<file path="config.mk">
export PLATFORM = sky130hd
export DESIGN_NAME = isr_sequencer
export DESIGN_NICKNAME = d
export VERILOG_FILES = /design/src/rtl/isr_pkg.sv /design/src/rtl/isr_pending.sv /design/src/rtl/isr_stack_ptr.sv /design/src/rtl/isr_sequencer.sv
export SDC_FILE = /design/constraint.sdc
export NUM_CORES = 1
export LEC_CHECK = 0
export ABC_AREA = 1
export BUFFER_PORTS_ARGS = -buffer_cell sky130_fd_sc_hd__buf_2
export CAP_MARGIN = 10
export CORE_ASPECT_RATIO = 0.9
export CORE_MARGIN = 2
export CORE_UTILIZATION = 39
export CTS_CLUSTER_SIZE = 25
export DETAILED_ROUTE_END_ITERATION = 6
export PLACE_DENSITY_LB_ADDON = 0.3
export REMOVE_ABC_BUFFERS = 1
export SLEW_MARGIN = 0
export SYNTH_ARGS = -nofsm -noshare
export SYNTH_HDL_FRONTEND = slang
export SYNTH_SLANG_ARGS = --single-unit
</file>
<file path="constraint.sdc">
create_clock -name clk -period 1.8 [get_ports clk]
set_clock_uncertainty 0.15 [all_clocks]
set_input_delay 0.36 -clock clk [delete_from_list [all_inputs] [get_ports clk]]
set_output_delay 0.36 -clock clk [all_outputs]
set_load 0.05 [all_outputs]
</file>
<file path="src/rtl/isr_pkg.sv">
package isr_pkg;
  typedef enum logic [1:0] {
    ST_IDLE   = 2'd0,
    ST_WAKE   = 2'd1,
    ST_ENTER  = 2'd2,
    ST_RETURN = 2'd3
  } seq_state_t;

  // Vector of a request: base plus two words per index.
  function automatic logic [15:0] vector_addr(input logic [15:0] base,
                                              input logic [7:0]  idx);
    return base + {7'd0, idx, 1'b0};
  endfunction

  // Stack-pointer step used by push (down) and pop (up).
  function automatic logic [15:0] sp_step(input logic [15:0] sp,
                                          input logic        up);
    return up ? sp + 16'd1 : sp - 16'd1;
  endfunction
endpackage

</file>
<file path="src/rtl/isr_pending.sv">
module isr_pending #(
  parameter int N_IRQ = 8,
  localparam int IDX_W = (N_IRQ > 1) ? $clog2(N_IRQ) : 1
) (
  input  logic             clk,
  input  logic             rst_n,
  input  logic [N_IRQ-1:0] set_i,
  input  logic             take_i,
  output logic [N_IRQ-1:0] pend_o,
  output logic             any_o,
  output logic [IDX_W-1:0] idx_o
);
  logic [N_IRQ-1:0] pend_q;
  logic [N_IRQ-1:0] take_mask;

  // Lowest set index wins: scan from the top so the last hit is the lowest.
  always_comb begin
    idx_o = '0;
    for (int i = N_IRQ - 1; i >= 0; i--) begin
      if (pend_q[i]) idx_o = IDX_W'(i);
    end
  end

  always_comb begin
    take_mask = '0;
    if (take_i) take_mask[idx_o] = 1'b1;
  end

  always_ff @(posedge clk) begin
    if (!rst_n) pend_q <= '0;
    else        pend_q <= (pend_q & ~take_mask) | set_i;
  end

  assign pend_o = pend_q;
  assign any_o  = |pend_q;
endmodule

</file>
<file path="src/rtl/isr_stack_ptr.sv">
module isr_stack_ptr
  import isr_pkg::*;
#(
  parameter int            SP_W    = 10,
  parameter logic [SP_W-1:0] SP_INIT = '1
) (
  input  logic            clk,
  input  logic            rst_n,
  input  logic            push_i,
  input  logic            pop_i,
  output logic [SP_W-1:0] sp_o,
  output logic [SP_W-1:0] addr_o
);
  logic [SP_W-1:0] sp_q;
  logic [SP_W-1:0] sp_up;
  logic [SP_W-1:0] sp_dn;

  assign sp_up = SP_W'(sp_step(16'(sp_q), 1'b1));
  assign sp_dn = SP_W'(sp_step(16'(sp_q), 1'b0));

  always_ff @(posedge clk) begin
    if (!rst_n)      sp_q <= SP_INIT;
    else if (push_i) sp_q <= sp_dn;
    else if (pop_i)  sp_q <= sp_up;
  end

  // Push writes at the pointer; pop reads one above it.
  assign addr_o = pop_i ? sp_up : sp_q;
  assign sp_o   = sp_q;
endmodule

</file>
<file path="src/rtl/isr_sequencer.sv">
module isr_sequencer
  import isr_pkg::*;
#(
  parameter int              N_IRQ      = 8,
  parameter int              SP_W       = 10,
  parameter logic [SP_W-1:0] SP_INIT    = '1,
  parameter logic [15:0]     VEC_BASE   = 16'h0002,
  parameter int              WAKE_EXTRA = 4
) (
  input  logic             clk,
  input  logic             rst_n,
  input  logic [N_IRQ-1:0] irq_set_i,
  input  logic             insn_done_i,
  input  logic             ei_exec_i,
  input  logic             di_exec_i,
  input  logic             reti_exec_i,
  input  logic             sleeping_i,
  input  logic             wake_ready_i,
  input  logic [15:0]      pc_cur_i,
  input  logic [7:0]       stk_rdata_i,
  output logic             stk_we_o,
  output logic [SP_W-1:0]  stk_addr_o,
  output logic [7:0]       stk_wdata_o,
  output logic [SP_W-1:0]  sp_o,
  output logic             pc_load_o,
  output logic [15:0]      pc_load_val_o,
  output logic             busy_o,
  output logic             gie_o,
  output logic [N_IRQ-1:0] irq_pend_o
);
  localparam int IDX_W  = (N_IRQ > 1) ? $clog2(N_IRQ) : 1;
  localparam int SEQ_LEN = 4;
  localparam int CNT_MAX = (WAKE_EXTRA > SEQ_LEN) ? WAKE_EXTRA : SEQ_LEN;
  localparam int CNT_W  = $clog2(CNT_MAX) + 1;

  seq_state_t       state_q;
  logic [CNT_W-1:0] cnt_q;
  logic             gie_q, shadow_q;
  logic [15:0]      pc_save_q;
  logic [IDX_W-1:0] idx_q;
  logic [7:0]       pop_hi_q, pop_lo_q;

  logic             any_pend;
  logic [IDX_W-1:0] pick_idx;
  logic             idle, bound, can_take;
  logic             acc_run, acc_wake, ret_start, push, pop, last_step;

  assign idle      = (state_q == ST_IDLE);
  assign bound     = idle && insn_done_i;
  assign can_take  = gie_q && any_pend && !shadow_q;
  assign acc_run   = bound && !sleeping_i && !reti_exec_i && can_take;
  assign acc_wake  = idle && sleeping_i && wake_ready_i && can_take;
  assign ret_start = bound && reti_exec_i && !sleeping_i;
  assign last_step = (cnt_q == CNT_W'(SEQ_LEN - 1));
  assign push      = (state_q == ST_ENTER)  && (cnt_q < CNT_W'(2));
  assign pop       = (state_q == ST_RETURN) && (cnt_q < CNT_W'(2));

  isr_pending #(.N_IRQ(N_IRQ)) u_pend (
    .clk    (clk),
    .rst_n  (rst_n),
    .set_i  (irq_set_i),
    .take_i (acc_run || acc_wake),
    .pend_o (irq_pend_o),
    .any_o  (any_pend),
    .idx_o  (pick_idx)
  );

  isr_stack_ptr #(.SP_W(SP_W), .SP_INIT(SP_INIT)) u_sp (
    .clk    (clk),
    .rst_n  (rst_n),
    .push_i (push),
    .pop_i  (pop),
    .sp_o   (sp_o),
    .addr_o (stk_addr_o)
  );

  always_ff @(posedge clk) begin
    if (!rst_n) begin
      state_q   <= ST_IDLE;
      cnt_q     <= '0;
      gie_q     <= 1'b0;
      shadow_q  <= 1'b0;
      pc_save_q <= '0;
      idx_q     <= '0;
      pop_hi_q  <= '0;
      pop_lo_q  <= '0;
    end else begin
      unique case (state_q)
        ST_IDLE: begin
          cnt_q <= '0;
          if (acc_run || acc_wake) begin
            gie_q     <= 1'b0;
            shadow_q  <= 1'b0;
            pc_save_q <= pc_cur_i;
            idx_q     <= pick_idx;
            state_q   <= acc_wake ? ST_WAKE : ST_ENTER;
          end else if (ret_start) begin
            shadow_q <= 1'b0;
            state_q  <= ST_RETURN;
          end else if (bound) begin
            shadow_q <= ei_exec_i;
            if (ei_exec_i)      gie_q <= 1'b1;
            else if (di_exec_i) gie_q <= 1'b0;
          end
        end
        ST_WAKE: begin
          if (cnt_q == CNT_W'(WAKE_EXTRA - 1)) begin
            cnt_q   <= '0;
            state_q <= ST_ENTER;
          end else begin
            cnt_q <= cnt_q + 1'b1;
          end
        end
        ST_ENTER: begin
          cnt_q <= cnt_q + 1'b1;
          if (last_step) state_q <= ST_IDLE;
        end
        ST_RETURN: begin
          cnt_q <= cnt_q + 1'b1;
          if (cnt_q == CNT_W'(0)) pop_hi_q <= stk_rdata_i;
          if (cnt_q == CNT_W'(1)) pop_lo_q <= stk_rdata_i;
          if (last_step) begin
            gie_q   <= 1'b1;
            state_q <= ST_IDLE;
          end
        end
        default: state_q <= ST_IDLE;
      endcase
    end
  end

  assign stk_we_o      = push;
  assign stk_wdata_o   = cnt_q[0] ? pc_save_q[15:8] : pc_save_q[7:0];
  assign pc_load_o     = ((state_q == ST_ENTER) || (state_q == ST_RETURN)) && last_step;
  assign pc_load_val_o = (state_q == ST_ENTER) ? vector_addr(VEC_BASE, 8'(idx_q))
                                               : {pop_hi_q, pop_lo_q};
  assign busy_o        = !idle;
  assign gie_o         = gie_q;
endmodule

</file>
==> out/metrics.csv <==
metric,value,unit
slowest_delay,0.36,ns
cts_root_buf,clkbuf_8,
p_switching,3.161,mW
grtUsageTotal,0.2018,
cts_htree_levels,3,
ios,96,
firstDrtPassIters,4,
crit_path_end_kind,output pin,
antenna_left,0,
diodes,0,
synth_top_cell_by_area,dfxtp_1,
tightest_slew,0.4831,ns
netlist.area_leader.share,0.3874,
reg2regPathDepth,12,
synth_area_leaders,"dfxtp_1 39%, nand2_1 9.2%, o21ai_0 8.2%, nor2_1 8.2%, inv_1 6.8%",
multiInputGateArea,2167,µm²
synth_cells,446,
drc_errors,0,
dp_hpwl,6.023,mm
worstHoldPathType,input port to register,
die_w,97.99,µm
min_period,2.343,ns
area_growth,76.03,%
max_slew_margin,0.6776,
finalSetupViolations,61,
peakVddDrop,592.0,µV
grt_max_degree,30,
cts_max_path_buffers,2,
hold_start,irq_set_i[0],
power_leakage,2.474,nW
num_rows,30,
r2r_setup_slack,-0.38,ns
grt_pass1_wl,14.15,mm
cts_buffers,9,
p_int,4.130,mW
cp_max_fo,3,
final_cell_mix,"62 x nand2_1, 58 x buf_2, 57 x buf_4, 53 x dfxtp_1, 48 x inv_1",
dp_cells,670,
grt_pass1_vias,3158,
whs,0.08156,ns
ys_ff_latch,60,
final_max_slew_viol_count,0,
fmax,426.8,MHz
violations,negative setup slack,
insertion_delay,0.34,ns
powerDensity,1336,nW/µm²
core_area,7620,µm²
synth.yosys.seq_area_share,0.3874,
outcome,"finished, violations left",
cp.buffers_inverters,1,
fin_ws,-0.5429,ns
min_path_cells,3,
worstPathArrival,1.83,ns
power.share.combinational,0.554,
netlist_area,3100,µm²
drive_gt1_frac,0.5122,
crit_family,simple AND/OR/NAND/NOR gates,
whs_endpoint,u_pend.pend_o[0],
total_power,7.291,mW
layout_commonest_cell,nand2_1,
overflow,0,
cap_viol_max_count,0,
rsz0062_at_grt,yes,
cts_hold_buf,0,
finalCritPeriodShare,1.302,
initial_utilization,0.4069,
cp_slowest_cell,dfxtp_2,
path_cells,ha_4 -> nand2_4 -> nor2_4 -> nand3_4 -> nor3_4 -> xor2_1 -> buf_4,
num_vias,3552,
start_kind,register,
r2r-end,idx_q[1],
switching_share,0.4336,
antenna_found_initial,0,
path_class,register to output pin,
fin_cells,713,
synth_cell_types,31,
layout.nets,665,
n_fill_cell,553,
fin_util,0.7163,
regArea,1210,µm²
yosys_warnings,0,
routed_wl,10.25,mm
clkTransAtPathRegs,0.07,ns
synth.avg_cell_area,6.952,µm²
power.share.sequential,0.235,
r2r-start,state_q[0],
cts.sinks,60,
drt_iter0_markers,133,
port_buffers,95,
pwr-share-clk,0.212,
pre_cts_slack,-0.2404,ns
cts_tree,done,
dieArea,8680,µm²
crit_required,1.29,ns
viasPerCell,4.982,
finalHoldViolCount,0,
die_h,88.59,µm
drt-wirelength-per-cell,14.37,µm
routabilityCongestion,0.8541,
## power by group through the flow
stage                     logic, mW  clock network (mW)  registers [mW]
after floorplan                1.48                   0            2.04
after global placement         2.72                   0            1.69
after detailed placement       2.76                   0            1.69
after CTS                      3.32                1.57            1.68
after global routing           4.27                1.63            1.74
final                          4.04                1.54            1.71
## stage by stage
| stage | area, µm² | setup TNS, ns |
|---|---|---|
| 2_1_floorplan | 3013 | -31.09 |
| 3_3_place_gp | 3996 | -4.785 |
| 3_5_place_dp | 3996 | -8.162 |
| 4_1_cts | 4770 | -10.73 |
| 5_1_grt | 5458 | -24.27 |
| 6_report | 5458 | -19.37 |
## worst reg2reg max path, delay by kind of cell, from the launching register on
| family | cells | cell delay, ns |
|---|---|---|
| buffers and inverters | 7 | 0.76 |
| flip-flops | 1 | 0.35 |
| AO/OA/AOI/OAI | 3 | 0.57 |
| adder cells (fa/ha/maj) | 1 | 0.17 |
| AND/OR/NAND/NOR | 1 | 0.05 |
## cell type report
type	instances	share of cell area
Clock buffer	12	0.02843
Clock inverter	4	0.01742
Inverter	59	0.04608
Multi-Input combinational cell	310	0.3971
Sequential cell	60	0.2217
Tap cell	96	0.02201
Timing Repair Buffer	171	0.2659
Timing Repair inverter	1	0.001376
## metal layers
layer  up-vias  wire, µm  track usage
li1       1756         -            -
met1      1678      4342       0.2479
met2       107      5176       0.3456
met3        11       579      0.05292
met4         0       147      0.07449
met5         -         0            0
## synthesized netlist by cell type
| master | instances |
|---|---|
| nor3_1 | 2 |
| a31oi_1 | 1 |
| o211ai_1 | 2 |
| xnor2_1 | 2 |
| nand3_1 | 19 |
| or2_1 | 1 |
| o21ai_0 | 51 |
| dfxtp_1 | 60 |
| xor2_1 | 9 |
| o21bai_1 | 1 |
| o21ai_4 | 1 |
| nor2_1 | 68 |
| buf_2 | 1 |
| and3_1 | 1 |
| nand2_1 | 76 |
| nand3_2 | 2 |
| a21o_1 | 1 |
| a21oi_1 | 41 |
| ha_1 | 13 |
| inv_1 | 56 |
| nor2_2 | 6 |
| nor3_2 | 3 |
| clkinv_1 | 2 |
| inv_4 | 1 |
| o21ai_1 | 2 |
| nor2_4 | 2 |
| clkbuf_1 | 12 |
| buf_4 | 2 |
| buf_6 | 2 |
| nand4_1 | 4 |
| nand2_2 | 2 |
## cells by family (layout without fill, tap and decap cells)
kind of cell / Yosys count / count (layout) / synth area share
adder cells (fa/ha/maj): 13 / 13 / 0.05246
buffers and inverters: 76 / 247 / 0.1005
XOR/XNOR: 11 / 11 / 0.03108
AND/OR/NAND/NOR: 186 / 186 / 0.2599
AO/OA/AOI/OAI: 100 / 100 / 0.1687
flip-flops: 60 / 60 / 0.3874
## sequential cells by signal, indices dropped and copies added, names as in the netlist
signal	flops
shadow_q	1
idx_q	3
pc_save_q	16
state_q	2
gie_o	1
pop_lo_q	8
cnt_q	3
pop_hi_q	8
u_sp.sp_o	10
u_pend.pend_o	8
## worst max-delay path by stage
stage	startpoint	endpoint	slack, ns	cells after the start
finish	state_q[1]	stk_addr_o[9]	-0.54	7
detailed placement	state_q[0]	pc_load_val_o[4]	-0.24	8
CTS	state_q[0]	stk_addr_o[8]	-0.47	8
global route	state_q[1]	stk_addr_o[9]	-0.61	7
global placement	state_q[0]	stk_addr_o[8]	-0.16	8
floorplan	u_sp.sp_o[0]	stk_addr_o[8]	-0.91	7
## timing repair
action | in CTS | in global routing
endpoints found under the setup margin | 70 | 70
pin swaps | 15 | 39
cloned | 1 | 2
resized for setup | 140 | 162
buffers inserted | 8 | 17
Power figures use the tool's default switching activity.
